### src/rtl/ttcan_ts_pkg.sv
package ttcan_ts_pkg;
  localparam int unsigned TIME_W    = 16;
  localparam int unsigned CNT_W     = 6;
  localparam int unsigned NUM_MARKS = 7;
  localparam int unsigned REF_MARK  = NUM_MARKS - 1; // reference slot index
endpackage

### src/rtl/ts_ref_tracker.sv
module ts_ref_tracker #(
  parameter int unsigned TIME_W = 16,
  parameter int unsigned CNT_W  = 6
) (
  input  logic              clk_i,
  input  logic              rst_ni,
  input  logic [TIME_W-1:0] local_time_i,
  input  logic              sof_i,
  input  logic              ref_ok_i,
  input  logic [CNT_W-1:0]  ref_cycle_i,
  input  logic              gap_i,
  output logic [TIME_W-1:0] ref_mark_o,
  output logic [CNT_W-1:0]  cycle_cnt_o,
  output logic              synced_o,
  output logic              gap_irq_o
);
  logic [TIME_W-1:0] sof_stamp_q, ref_mark_q;
  logic [CNT_W-1:0]  cycle_cnt_q;
  logic              synced_q, gap_pend_q, gap_irq_q;

  always_ff @(posedge clk_i or negedge rst_ni) begin
    if (!rst_ni) begin
      sof_stamp_q <= '0;
      ref_mark_q  <= '0;
      cycle_cnt_q <= '0;
      synced_q    <= 1'b0;
      gap_pend_q  <= 1'b0;
      gap_irq_q   <= 1'b0;
    end else begin
      if (sof_i) sof_stamp_q <= local_time_i;
      if (ref_ok_i) begin
        ref_mark_q  <= sof_stamp_q;  // stamp from an earlier SOF
        cycle_cnt_q <= ref_cycle_i;  // slave copies, never counts
        synced_q    <= 1'b1;
        gap_irq_q   <= gap_pend_q | gap_i;
        gap_pend_q  <= 1'b0;
      end else begin
        gap_irq_q   <= 1'b0;
        gap_pend_q  <= gap_pend_q | gap_i;
      end
    end
  end

  assign ref_mark_o  = ref_mark_q;
  assign cycle_cnt_o = cycle_cnt_q;
  assign synced_o    = synced_q;
  assign gap_irq_o   = gap_irq_q;


  ref_mark_hold_chk: assert property (@(posedge clk_i) disable iff (!rst_ni)
    !ref_ok_i |=> $stable(ref_mark_q));

  cnt_hold_chk: assert property (@(posedge clk_i) disable iff (!rst_ni)
    !ref_ok_i |=> $stable(cycle_cnt_q));

  cnt_load_chk: assert property (@(posedge clk_i) disable iff (!rst_ni)
    ref_ok_i |=> cycle_cnt_q == $past(ref_cycle_i));

  synced_sticky_chk: assert property (@(posedge clk_i) disable iff (!rst_ni)
    synced_q |=> synced_q);

  gap_irq_only_at_ref_chk: assert property (@(posedge clk_i) disable iff (!rst_ni)
    !ref_ok_i |=> !gap_irq_q);
endmodule

### src/rtl/ts_mark_unit.sv
module ts_mark_unit #(
  parameter int unsigned TIME_W = 16
) (
  input  logic              clk_i,
  input  logic              rst_ni,
  input  logic [TIME_W-1:0] cycle_time_i,
  input  logic [TIME_W-1:0] mark_i,
  input  logic              en_i,
  input  logic              restart_i,
  output logic              trig_o
);
  logic fired_q, trig_q, hit;

  assign hit = en_i && !fired_q && !restart_i && (cycle_time_i == mark_i);

  always_ff @(posedge clk_i or negedge rst_ni) begin
    if (!rst_ni) begin
      fired_q <= 1'b0;
      trig_q  <= 1'b0;
    end else begin
      trig_q <= hit;
      if (restart_i)  fired_q <= 1'b0;
      else if (hit)   fired_q <= 1'b1;
    end
  end

  assign trig_o = trig_q;


  trig_single_chk: assert property (@(posedge clk_i) disable iff (!rst_ni)
    trig_q |=> !trig_q);

  trig_disabled_chk: assert property (@(posedge clk_i) disable iff (!rst_ni)
    !en_i |=> !trig_q);
endmodule

### src/rtl/ts_watch.sv
module ts_watch #(
  parameter int unsigned TIME_W = 16
) (
  input  logic              clk_i,
  input  logic              rst_ni,
  input  logic [TIME_W-1:0] cycle_time_i,
  input  logic [TIME_W-1:0] init_thr_i,
  input  logic [TIME_W-1:0] norm_thr_i,
  input  logic              synced_i,
  input  logic              restart_i,
  input  logic              clr_i,
  output logic              err_o
);
  logic [TIME_W-1:0] thr;
  logic              err_q, set;

  assign thr = synced_i ? norm_thr_i : init_thr_i;
  assign set = !restart_i && (cycle_time_i == thr);

  always_ff @(posedge clk_i or negedge rst_ni) begin
    if (!rst_ni)    err_q <= 1'b0;
    else if (set)   err_q <= 1'b1;   // set wins over clear
    else if (clr_i) err_q <= 1'b0;
  end

  assign err_o = err_q;


  err_sticky_chk: assert property (@(posedge clk_i) disable iff (!rst_ni)
    (err_q && !clr_i) |=> err_q);

  err_no_spurious_chk: assert property (@(posedge clk_i) disable iff (!rst_ni)
    (!err_q && cycle_time_i != init_thr_i && cycle_time_i != norm_thr_i) |=> !err_q);
endmodule

### src/rtl/ttcan_slave_timer.sv
module ttcan_slave_timer
  import ttcan_ts_pkg::*;
#(
  parameter int unsigned T_W = TIME_W,
  parameter int unsigned C_W = CNT_W,
  parameter int unsigned N_M = NUM_MARKS
) (
  input  logic             clk_i,
  input  logic             rst_ni,
  input  logic [T_W-1:0]   local_time_i,
  input  logic             sof_i,
  input  logic             ref_ok_i,
  input  logic [C_W-1:0]   ref_cycle_i,
  input  logic [N_M*T_W-1:0] mark_val_i,
  input  logic [N_M-1:0]   mark_en_i,
  input  logic [T_W-1:0]   init_watch_i,
  input  logic [T_W-1:0]   norm_watch_i,
  input  logic             gap_i,
  input  logic             wt_clr_i,
  output logic [T_W-1:0]   cycle_time_o,
  output logic [T_W-1:0]   ref_mark_o,
  output logic [C_W-1:0]   cycle_cnt_o,
  output logic [N_M-1:0]   tx_trig_o,
  output logic             wt_err_o,
  output logic             synced_o,
  output logic             gap_irq_o
);
  logic [T_W-1:0] ref_mark, cycle_time;
  logic           synced;

  ts_ref_tracker #(.TIME_W(T_W), .CNT_W(C_W)) u_ref (
    .clk_i, .rst_ni, .local_time_i, .sof_i, .ref_ok_i, .ref_cycle_i, .gap_i,
    .ref_mark_o(ref_mark), .cycle_cnt_o, .synced_o(synced), .gap_irq_o
  );

  assign cycle_time = local_time_i - ref_mark; // wraps mod 2^T_W

  for (genvar k = 0; k < N_M; k++) begin : g_mark
    ts_mark_unit #(.TIME_W(T_W)) u_mark (
      .clk_i, .rst_ni,
      .cycle_time_i(cycle_time),
      .mark_i(mark_val_i[k*T_W +: T_W]),
      .en_i(mark_en_i[k]),
      .restart_i(ref_ok_i),
      .trig_o(tx_trig_o[k])
    );
  end

  ts_watch #(.TIME_W(T_W)) u_watch (
    .clk_i, .rst_ni,
    .cycle_time_i(cycle_time),
    .init_thr_i(init_watch_i),
    .norm_thr_i(norm_watch_i),
    .synced_i(synced),
    .restart_i(ref_ok_i),
    .clr_i(wt_clr_i),
    .err_o(wt_err_o)
  );

  assign cycle_time_o = cycle_time;
  assign ref_mark_o   = ref_mark;
  assign synced_o     = synced;


  cycle_time_zero_chk: assert property (@(posedge clk_i) disable iff (!rst_ni)
    (local_time_i == ref_mark_o) |-> (cycle_time_o == '0));
endmodule

### config.mk
export PLATFORM = sky130hd
export DESIGN_NAME = ttcan_slave_timer
export DESIGN_NICKNAME = d
export VERILOG_FILES = /design/src/rtl/ttcan_ts_pkg.sv /design/src/rtl/ts_ref_tracker.sv /design/src/rtl/ts_mark_unit.sv /design/src/rtl/ts_watch.sv /design/src/rtl/ttcan_slave_timer.sv
export SDC_FILE = /design/constraint.sdc
export NUM_CORES = 1
export LEC_CHECK = 0
export ABC_AREA = 1
export BUFFER_PORTS_ARGS = -buffer_cell sky130_fd_sc_hd__buf_4
export CORE_AREA = 2 2 112 125
export DETAILED_ROUTE_END_ITERATION = 8
export DIE_AREA = 0 0 114 127
export PLACE_DENSITY = 0.74
export SYNTH_ARGS = -nofsm -noshare
export SYNTH_HDL_FRONTEND = slang
export SYNTH_SLANG_ARGS = --single-unit
### constraint.sdc
create_clock -name clk_i -period 2.9 [get_ports clk_i]
set_input_delay 0.435 -clock clk_i [delete_from_list [all_inputs] [get_ports clk_i]]
set_output_delay 0.435 -clock clk_i [all_outputs]
set_load 0.05 [all_outputs]
==> Word-level counts from Yosys, hierarchy flattened <==
Cells that the tools add are included.
W data, S select, Z words.
{ "classes": {"bitwise_logic": 1, "n_addsub": 1, "mux": 19, "n_eq_ne": 8, "n_reduce_logical": 38} }
{ "op_table": {"columns": ["operator", "n"], "rows": [
  ["$eq A16 B16 Y1", 8],
  ["$logic_and A1 B1 Y1", 22],
  ["$mux W1", 18],
  ["$mux W16", 1],
  ["$reduce_bool A2 Y1", 8],
  ["$sub A16 B16 Y16", 1],
  ["$logic_not A1 Y1", 8],
  ["$or A1 B1 Y1", 1]
]} }
{ "totals": {"ff_bits": 56, "elab_cells": 88} }

==> Longest topological paths before layout <==
Gate-level depths: netlist of run 1.
{ "depth": {"word_depth": 6, "depth_mapped": 19} }

==> Modules after synthesis <==
A second synthesis of run 1 with hierarchy kept.
{ "unflattened": {"hier_cells": 1120, "hier_area_um2": 6304.8} }
{ "by_module_without_submodules": {"columns": ["mod", "area_each_um2", "instances", "cells_per_inst", "seq_area_each_um2"], "rows": [
  ["ts_mark_unit", 446.7, 7, 89, 50.0],
  ["ts_ref_tracker", 1621.6, 1, 169, 1026.0],
  ["ttcan_slave_timer", 973.4, 1, 194, 0.0],
  ["ts_watch", 583.1, 1, 134, 25.0]
]} }

==> Worst setup path after synthesis of run 1 <==
Ideal clock, no wire load.
{ "synth_path": {"kind": "reg-to-reg", "startpoint": "register u_ref.ref_mark_q[0], in the netlist u_ref.ref_mark_o[0]", "endpoint": "register g_mark[0].u_mark.fired_q", "setup_ns": 0.119, "stages_incl_launch_ff": 18, "path_slack_ns": -0.069, "t_arrival_ns": 2.850, "n_path_buf": 0, "period_less_slack_ns": 2.969, "cell_sequence": "dfrtp_1 ha_1 inv_1 fa_1 nand2_2 inv_1 nor2_1 nand2_1 nand2_1 nor2_1 nand2_1 nor2_1 nand2_1 nor2_1 nand2_1 nor2_1 nand3_1 nand2_1"} }
{ "synth_via": {"elab_chain_len": 4} }
{ "synth_lines": {"columns": ["item", "line_no", "text"], "rows": [
  ["start: declaration", "ts_ref_tracker.sv:17", "logic [TIME_W-1:0] sof_stamp_q, ref_mark_q;"],
  ["start signal: assignment", "ts_ref_tracker.sv:32", "ref_mark_q <= sof_stamp_q;"],
  ["$sub A16 B16 Y16", "ttcan_slave_timer.sv:36", "assign cycle_time = local_time_i - ref_mark;"],
  ["net cycle_time_o[2]", "ttcan_slave_timer.sv:20", "output logic [T_W-1:0] cycle_time_o,"],
  ["$eq A16 B16 Y1", "ts_mark_unit.sv:14", "assign hit = en_i && !fired_q && !restart_i && (cycle_time_i == mark_i);"],
  ["$logic_and A1 B1 Y1", "ts_mark_unit.sv:14", null],
  ["$reduce_bool A2 Y1 (no line)", null, null],
  ["end signal: assignment", "ts_mark_unit.sv:18", "fired_q <= 1'b0;"],
  ["end signal: assignment", "ts_mark_unit.sv:22", "if (restart_i) fired_q <= 1'b0;"],
  ["end signal: assignment", "ts_mark_unit.sv:23", "else if (hit) fired_q <= 1'b1;"],
  ["end: declaration", "ts_mark_unit.sv:12", "logic fired_q, trig_q, hit;"]
]} }
The timed path passes the listed nets, and every way through them passes these cells.
A chain may end at the register's enable or synchronous reset.

==> Worst setup path after layout of run 1 <==
{ "layout_path": {"startpoint": "register u_ref.ref_mark_q[0], in the netlist u_ref.ref_mark_o[0]", "endpoint": "output cycle_time_o[14]"} }
{ "layout_via": {"elab_chain_len": 1} }
{ "layout_lines": {"columns": ["item", "line_no"], "rows": [
  ["$sub A16 B16 Y16", "ttcan_slave_timer.sv:36"],
  ["end: declaration", "ttcan_slave_timer.sv:20"]
]} }
No other way between the ends.

==> metrics.csv, run 1 <==
metric;value;unit
cell count after synthesis;995;
Final nets;1409;
gr ovfl total;0;
Gate power share;60.4;%
Worst path slowest cell;dfrtp_1;
drt initial violations;472;
Rows;44;
DRC;0;
achievable frequency;0.363;GHz
n_diodes;0;
outcome;finished clean;
Relative slew margins;48.9;%
Crit Path Max Fanout;4;
Post-Syn Nets;1191;
vias in the first global route;6363;
chip height;127;µm
first drt pass iteration count;6;
r2r startpoint;u_ref.ref_mark_o[0];
clock period minus worst slack;2.76;ns
largest net degree at the start of global routing;57;
Yosys reg bits;56;
crit-path max cell delay;0.39;ns
syn_area_per_cell;5.90;µm²
Final Max Slew Viols;0;
worst path arrival time;2.32;ns
Core ar.;13100;µm²
Boundary Pins;227;
first-pass GRT wire length;31100;µm
critical path class;flip-flop to output pin;
# setup viols final;0;
RePlAce Congestion;1.01;
Cell Int Power;1980;µW
CP cell instances;ha_1 -> inv_1 -> fa_2 -> nand2_2 -> nand2_2 -> nand3_2 -> nand2_2 -> nand2_2 -> nand3_1 -> nand2_1 -> buf_4;
Hold/Removal Path Class;input port to asynchronous set/reset pin;
fin util;60.5;%
placed cell area;7670;µm²
routed len/inst;14.5;µm
sw frac;48.7;%
Ys Warns;0;
clock latency on the worst-skew pair;0.31;ns
Worst Setup End Kind;output pin;
antenna violations before repair;0;
crit start category;flip-flop;
Yosys cell types;35;
# hold bufs at CTS;0;
detailed placement HPWL;16500;µm
Worst Clk Skew;0.00457;ns
die area;14500;µm²
Clock power frac;17.1;%
total number of vias;6778;
Root Buffer;clkbuf_16;
Layout Area Growth over Synthesis;35.1;%
Sink Count;56;
TritonCTS Buffers;5;
final instance area;7930;µm²
Clock transition at path regs;0.08;ns
# port buffers;226;
Worst EP required;2.47;ns
Clock Path Buffers;2;
sequential share of the synthesized area;23.9;%
RR Endpoint;g_mark[5].u_mark.fired_q;
Vias/cell;4.93;
drt total wl;19900;µm
Die W;114;µm
Period Utilization, post-route;95.1;%
Netlist Area Pre-Place;5870;µm²
Reg power frac;22.5;%
max cap viols;0;
most used cell, CP;nand2_2;
NetSw;1880;µW
Fillers;1327;
gr usage total;27.3;%
Initial Utilization;44.8;%
post-route ant nets;0;
setup slack, reg-to-reg;0.41;ns
Worst Reg-to-Reg Cells;18;
Worst-Margin Slew;0.767;ns
Final Hold Fails;0;
layout cell share with drive strength beyond 1;26.1;%
Worst VDD drop;0.408;mV
Pwr Density;488;nW/µm²
Final TNS setup;0;ns
H-tree Lvls;2;
leak pwr;0.00475;µW
CTS tree;done;
## cell usage in the layout, fill, tap and decap left out, types with 2 or more instances in the layout
cell type  count
nand3b_1      12
nand2_2       24
buf_4        233
nor3b_1        7
ha_1           7
or2_1          2
dfrtp_1       56
inv_1        166
nand3_2        6
nand4_2        2
mux2i_1        5
clkbuf_16      5
clkinv_1       2
xor2_1        22
ha_2           9
nor2_2         4
nand2_4        5
and2_1         2
nand3_1      110
o21ai_0       19
nand4_1       12
nor2_1        87
xnor2_1        9
a21oi_2        3
mux2_2        14
or2_2          5
a21oi_1       10
nand2_1      364
## synthesized netlist by cell type (all sizes together)
library cell  number  area (µm²)
a21oi             13        72.6
and2               2        12.5
and3               1        6.26
buf               14         103
clkbuf             9        33.8
clkinv             2        7.51
dfrtp             56        1400
fa                 1        20.0
ha                16         200
inv              167         627
mux2              14         158
mux2i              5        50.1
nand2            393        1550
nand3            116         596
nand3b            12        90.1
nand4             15         113
nor2              91         347
nor3               1        5.00
nor3b              7        52.6
o211ai             1        7.51
o21a               1        7.51
o21ai             19        95.1
or2                8        50.1
xnor2              9        78.8
xor2              22         193
## cell families (layout without fill, tap and decap cells)
family | count (synthesis) | count (layout) | synth area share (%)
buffers and inverters | 192 | 411 | 13.1
multiplexers | 19 | 19 | 3.54
adder cells (fa/ha/maj) | 17 | 17 | 3.75
XOR/XNOR | 31 | 31 | 4.62
AND/OR/NAND/NOR | 646 | 646 | 48.0
AO/OA/AOI/OAI | 34 | 34 | 3.11
flip-flops | 56 | 56 | 23.9
## sequential cells by signal, summed over array words and instances, names as in the netlist
name / count
u_watch.err_o: 1
u_ref.cycle_cnt_o: 6
u_ref.synced_o: 1
u_ref.sof_stamp_q: 16
u_ref.gap_irq_o: 1
g_mark.u_mark.trig_o: 7
u_ref.ref_mark_o: 16
g_mark.u_mark.fired_q: 7
u_ref.gap_pend_q: 1
## power groups by stage
stage	registers, µW	clock network (µW)	logic (µW)
floorplan	1000	0	1450
global route	876	706	2580
global placement	883	0	2240
detailed placement	884	0	2260
CTS	869	682	2270
finish	869	660	2340
## what timing repair did
item,4_1_cts,5_1_grt
endpoints found under the setup margin,0,8
buffers inserted,0,3
gates resized for setup,0,22
## worst max-delay path by stage
stage | from | endpoint | slack, ns | depth (start not counted)
final | u_ref.ref_mark_o[0] | cycle_time_o[14] | 0.14 | 11
after global routing | u_ref.ref_mark_o[4] | cycle_time_o[9] | -0.01 | 11
after CTS | u_ref.ref_mark_o[9] | cycle_time_o[15] | 0.05 | 10
after detailed placement | local_time_i[0] | cycle_time_o[12] | 0.14 | 11
after global placement | local_time_i[0] | g_mark[5].u_mark.fired_q | 0.18 | 16
after floorplan | u_ref.ref_mark_o[0] | g_mark[3].u_mark.fired_q | 0.12 | 15
## layout make-up
cell class,count,area (µm²),share of cell area [%]
flip-flops and latches,56,1400,17.7
multi-input cells,747,3780,47.7
repair buffers,234,1760,22.2
clock inverters,3,25.0,0.316
well taps,161,201,2.54
inverters,169,634,8.00
clock buffers,5,125,1.58
## per-stage QoR
step                hold WS [ns]  total power (µW)  instances  setup slack [ns]
CTS                        0.213              3820       1372            0.0541
global placement           0.454              3120       1364             0.178
detailed placement         0.461              3150       1364             0.141
global route               0.244              4170       1375           -0.0109
floorplan                  0.139              2450        995             0.118
finish                     0.179              3870       1375             0.142
## metal layers
metal	vias up	global-route usage [%]	routed length [µm]
li1	3480	-	-
met1	3022	33.1	8330
met2	237	49.5	9960
met3	39	4.08	1090
met4	0	8.18	518
met5	-	0	0
## worst max-delay path: cells and delay by family, from the launching register on
family                     cells  cell delay, ns
adders and majority gates      2            0.53
buffers and inverters          2            0.28
DFF                            1            0.39
and+or+nand+nor                7            0.81
Power figures use the tool's default switching activity.
==> run 2, diff against run 1 <==
- CORE_AREA: 2 2 112 125 -> 2 2 118 120
- DIE_AREA: 0 0 114 127 -> 0 0 120 122
- PLACE_DENSITY: 0.74 -> 0.73
- SLEW_MARGIN: unset -> 30
==> run 2 against run 1 <==
Final area is 0.65% higher; clock power is 22% higher; global-route usage is 0.14 points higher; via count hardly changed; register-to-register slack worse by 0.07 ns; routed wire length is 1.5% higher; first-iteration DRC count is 5.7% higher; maximum frequency is 1.6% lower; hold slack better by 0.0075 ns; die area is 1.1% higher; combinational power hardly changed; power is 3.9% higher; critical endpoint is now cycle_time_o[12].
==> metrics.csv, run 2 (synthesized netlist as in run 1, its figures left out) <==
metric;value;unit;change
clock period minus worst slack;2.80;ns;was 2.76 ns
H-tree Lvls;2;;unchanged
Crit Path Max Fanout;7;;was 4
Cell Int Power;2140;µW;was 1980 µW
Worst Setup SP;u_ref.ref_mark_o[0];;unchanged
detailed placement HPWL;16700;µm;was 16500 µm
Final Max Slew Viols;0;;unchanged
routed len/inst;14.5;µm;about the same
commonest non-fill, non-tap cells in the layout;nand2_1 (362), buf_4 (230), inv_1 (166);;was nand2_1 (364), buf_4 (233), inv_1 (166)
setup slack, reg-to-reg;0.34;ns;was 0.41 ns
Fillers;1400;;was 1327
RePlAce Congestion;0.975;;was 1.01
total number of vias;6782;;was 6778
FF/Latch Area;1400;µm²;unchanged
Hold/Removal Path Class;input port to asynchronous set/reset pin;;unchanged
Final Hold Fails;0;;unchanged
Crit path buffers/inverters;2;;unchanged
Period Utilization, post-route;96.7;%;was 95.1%
leak pwr;0.00478;µW;was 0.00475 µW
Worst Clk Skew;0.0120;ns;was 0.00457 ns
antenna violations before repair;0;;unchanged
largest net degree at the start of global routing;57;;unchanged
Clock power frac;20.0;%;was 17.1%
Reg power frac;21.7;%;was 22.5%
Worst path slowest cell;dfrtp_1;;unchanged
Vias/cell;4.87;;was 4.93
Worst-Margin Slew;0.765;ns;was 0.767 ns
outcome;finished clean;;unchanged
Layout Area Growth over Synthesis;36.0;%;was 35.1%
critical path class;flip-flop to output pin;;unchanged
r2r startpoint;u_ref.ref_mark_o[7];;was u_ref.ref_mark_o[0]
CTS tree;done;;unchanged
worst path arrival time;2.37;ns;was 2.32 ns
fin util;59.1;%;was 60.5%
first-pass GRT wire length;31200;µm;was 31100 µm
NetSw;1880;µW;about the same
Boundary Pins;227;;unchanged
Core ar.;13500;µm²;was 13100 µm²
placed cell count;1383;;was 1364
sw frac;46.7;%;was 48.7%
post-route ant nets;0;;unchanged
area of the multi-input gates;3780;µm²;about the same
# port buffers;226;;unchanged
Gate power share;58.3;%;was 60.4%
Final TNS setup;0;ns;unchanged
clock latency on the worst-skew pair;0.31;ns;about the same
crit-path max cell delay;0.40;ns;was 0.39 ns
achievable frequency;0.357;GHz;was 0.363 GHz
RR Endpoint;g_mark[6].u_mark.fired_q;;was g_mark[5].u_mark.fired_q
unrepaired setup endpoints after global routing;true;;
Clock transition at path regs;0.08;ns;about the same
Worst Reg-to-Reg Cells;15;;was 18
commonest non-fill, non-tap cell in the layout;nand2_1;;unchanged
Rows;43;;was 44
gr ovfl total;0;;unchanged
layout cell share with drive strength beyond 1;25.8;%;was 26.1%
Relative slew margins;49.0;%;was 48.9%
DRC;0;;unchanged
max cap viols;0;;unchanged
vias in the first global route;6269;;was 6363
Pwr Density;503;nW/µm²;was 488 nW/µm²
chip height;122;µm;was 127 µm
Worst VDD drop;0.349;mV;was 0.408 mV
Worst Setup End Kind;output pin;;unchanged
Clock Path Buffers;2;;unchanged
Cell Count, Final, Fillers Out;1392;;was 1375
most used cell, CP;nand3_1;;was nand2_2
Die W;120;µm;was 114 µm
Worst EP required;2.47;ns;about the same
TritonCTS Buffers;5;;unchanged
first drt pass iteration count;5;;was 6
n_diodes;0;;unchanged
Sink Count;56;;unchanged
drt initial violations;499;;was 472
gr usage total;27.4;%;was 27.3%
# setup viols final;0;;unchanged
Final nets;1408;;was 1409
CP top delay family;simple AND/OR/NAND/NOR gates;;unchanged
die area;14600;µm²;was 14500 µm²
CP cell instances;ha_1 -> inv_1 -> fa_2 -> nand3_1 -> nand2_1 -> nand3_1 -> nand4_2 -> nand2_2 -> buf_4;;was ha_1 -> inv_1 -> fa_2 -> nand2_2 -> nand2_2 -> nand3_2 -> nand2_2 -> nand2_2 -> nand3_1 -> nand2_1 -> buf_4
crit start category;flip-flop;;unchanged
drt total wl;20200;µm;was 19900 µm
Initial Utilization;43.5;%;was 44.8%
Root Buffer;clkbuf_16;;unchanged
## run 2: power by group through the flow
stage | sequential, µW | clock [µW] | combinational, µW
CTS | 870 | 820 | 2280
finish | 870 | 804 | 2340
global placement | 884 | 0 | 2250
floorplan | 1000 | 0 | 1450
detailed placement | 885 | 0 | 2280
global route | 878 | 843 | 2570
## run 2: how the worst max path moves through the flow
stage	depth (start not counted)	end	slack (ns)
detailed placement	16	g_mark[5].u_mark.fired_q	0.18
CTS	10	cycle_time_o[15]	0.06
finish	9	cycle_time_o[12]	0.1
global route	9	cycle_time_o[12]	-0.02
global placement	16	g_mark[5].u_mark.fired_q	0.17
floorplan	15	g_mark[3].u_mark.fired_q	0.12
## run 2: layout make-up
type	count	area share, %
multi-input cells	747	47.3
repair buffers	233	22.1
inverters	169	7.95
well taps	180	2.82
flip-flops and latches	56	17.6
clock inverters	2	0.752
clock buffers	5	1.57
## run 2: per-layer routing
layer / global-route usage [%] / up-vias / share of wire (%)
met3: 4.87 / 44 / 6.0
met4: 10.4 / 0 / 3.5
met5: 0 / - / 0
met2: 47.1 / 231 / 47
li1: - / 3476 / -
met1: 34.2 / 3031 / 43
## run 2: timing repair
item,4_1_cts,5_1_grt
setup buffers,0,2
hold endpoints to repair,0,0
hold buffers,0,0
resized for setup,0,22
setup endpoints to repair,0,8
## run 2: through the flow
stage / hold slack, ns / total power (µW) / setup WS (ns) / cell area [µm²]
global route: 0.244 / 4290 / -0.0249 / 7980
global placement: 0.455 / 3140 / 0.170 / 7700
floorplan: 0.139 / 2450 / 0.118 / 5880
CTS: 0.218 / 3970 / 0.0592 / 7880
detailed placement: 0.459 / 3160 / 0.177 / 7700
finish: 0.187 / 4020 / 0.0967 / 7980
## run 2: worst reg2reg max path, stage by stage (launching register included)
cell and delay (ns):
dfrtp_1 0.38, inv_1 0.07, ha_1 0.39, nand2_1 0.18, inv_1 0.07, nand2_1 0.07, nand2_1 0.08, a21oi_1 0.22
nand2_1 0.11, nand2_1 0.08, nand2_1 0.22, nand2_1 0.13, nand3_1 0.07, nor2_1 0.20, nand3_1 0.16, nand2_1 0.08
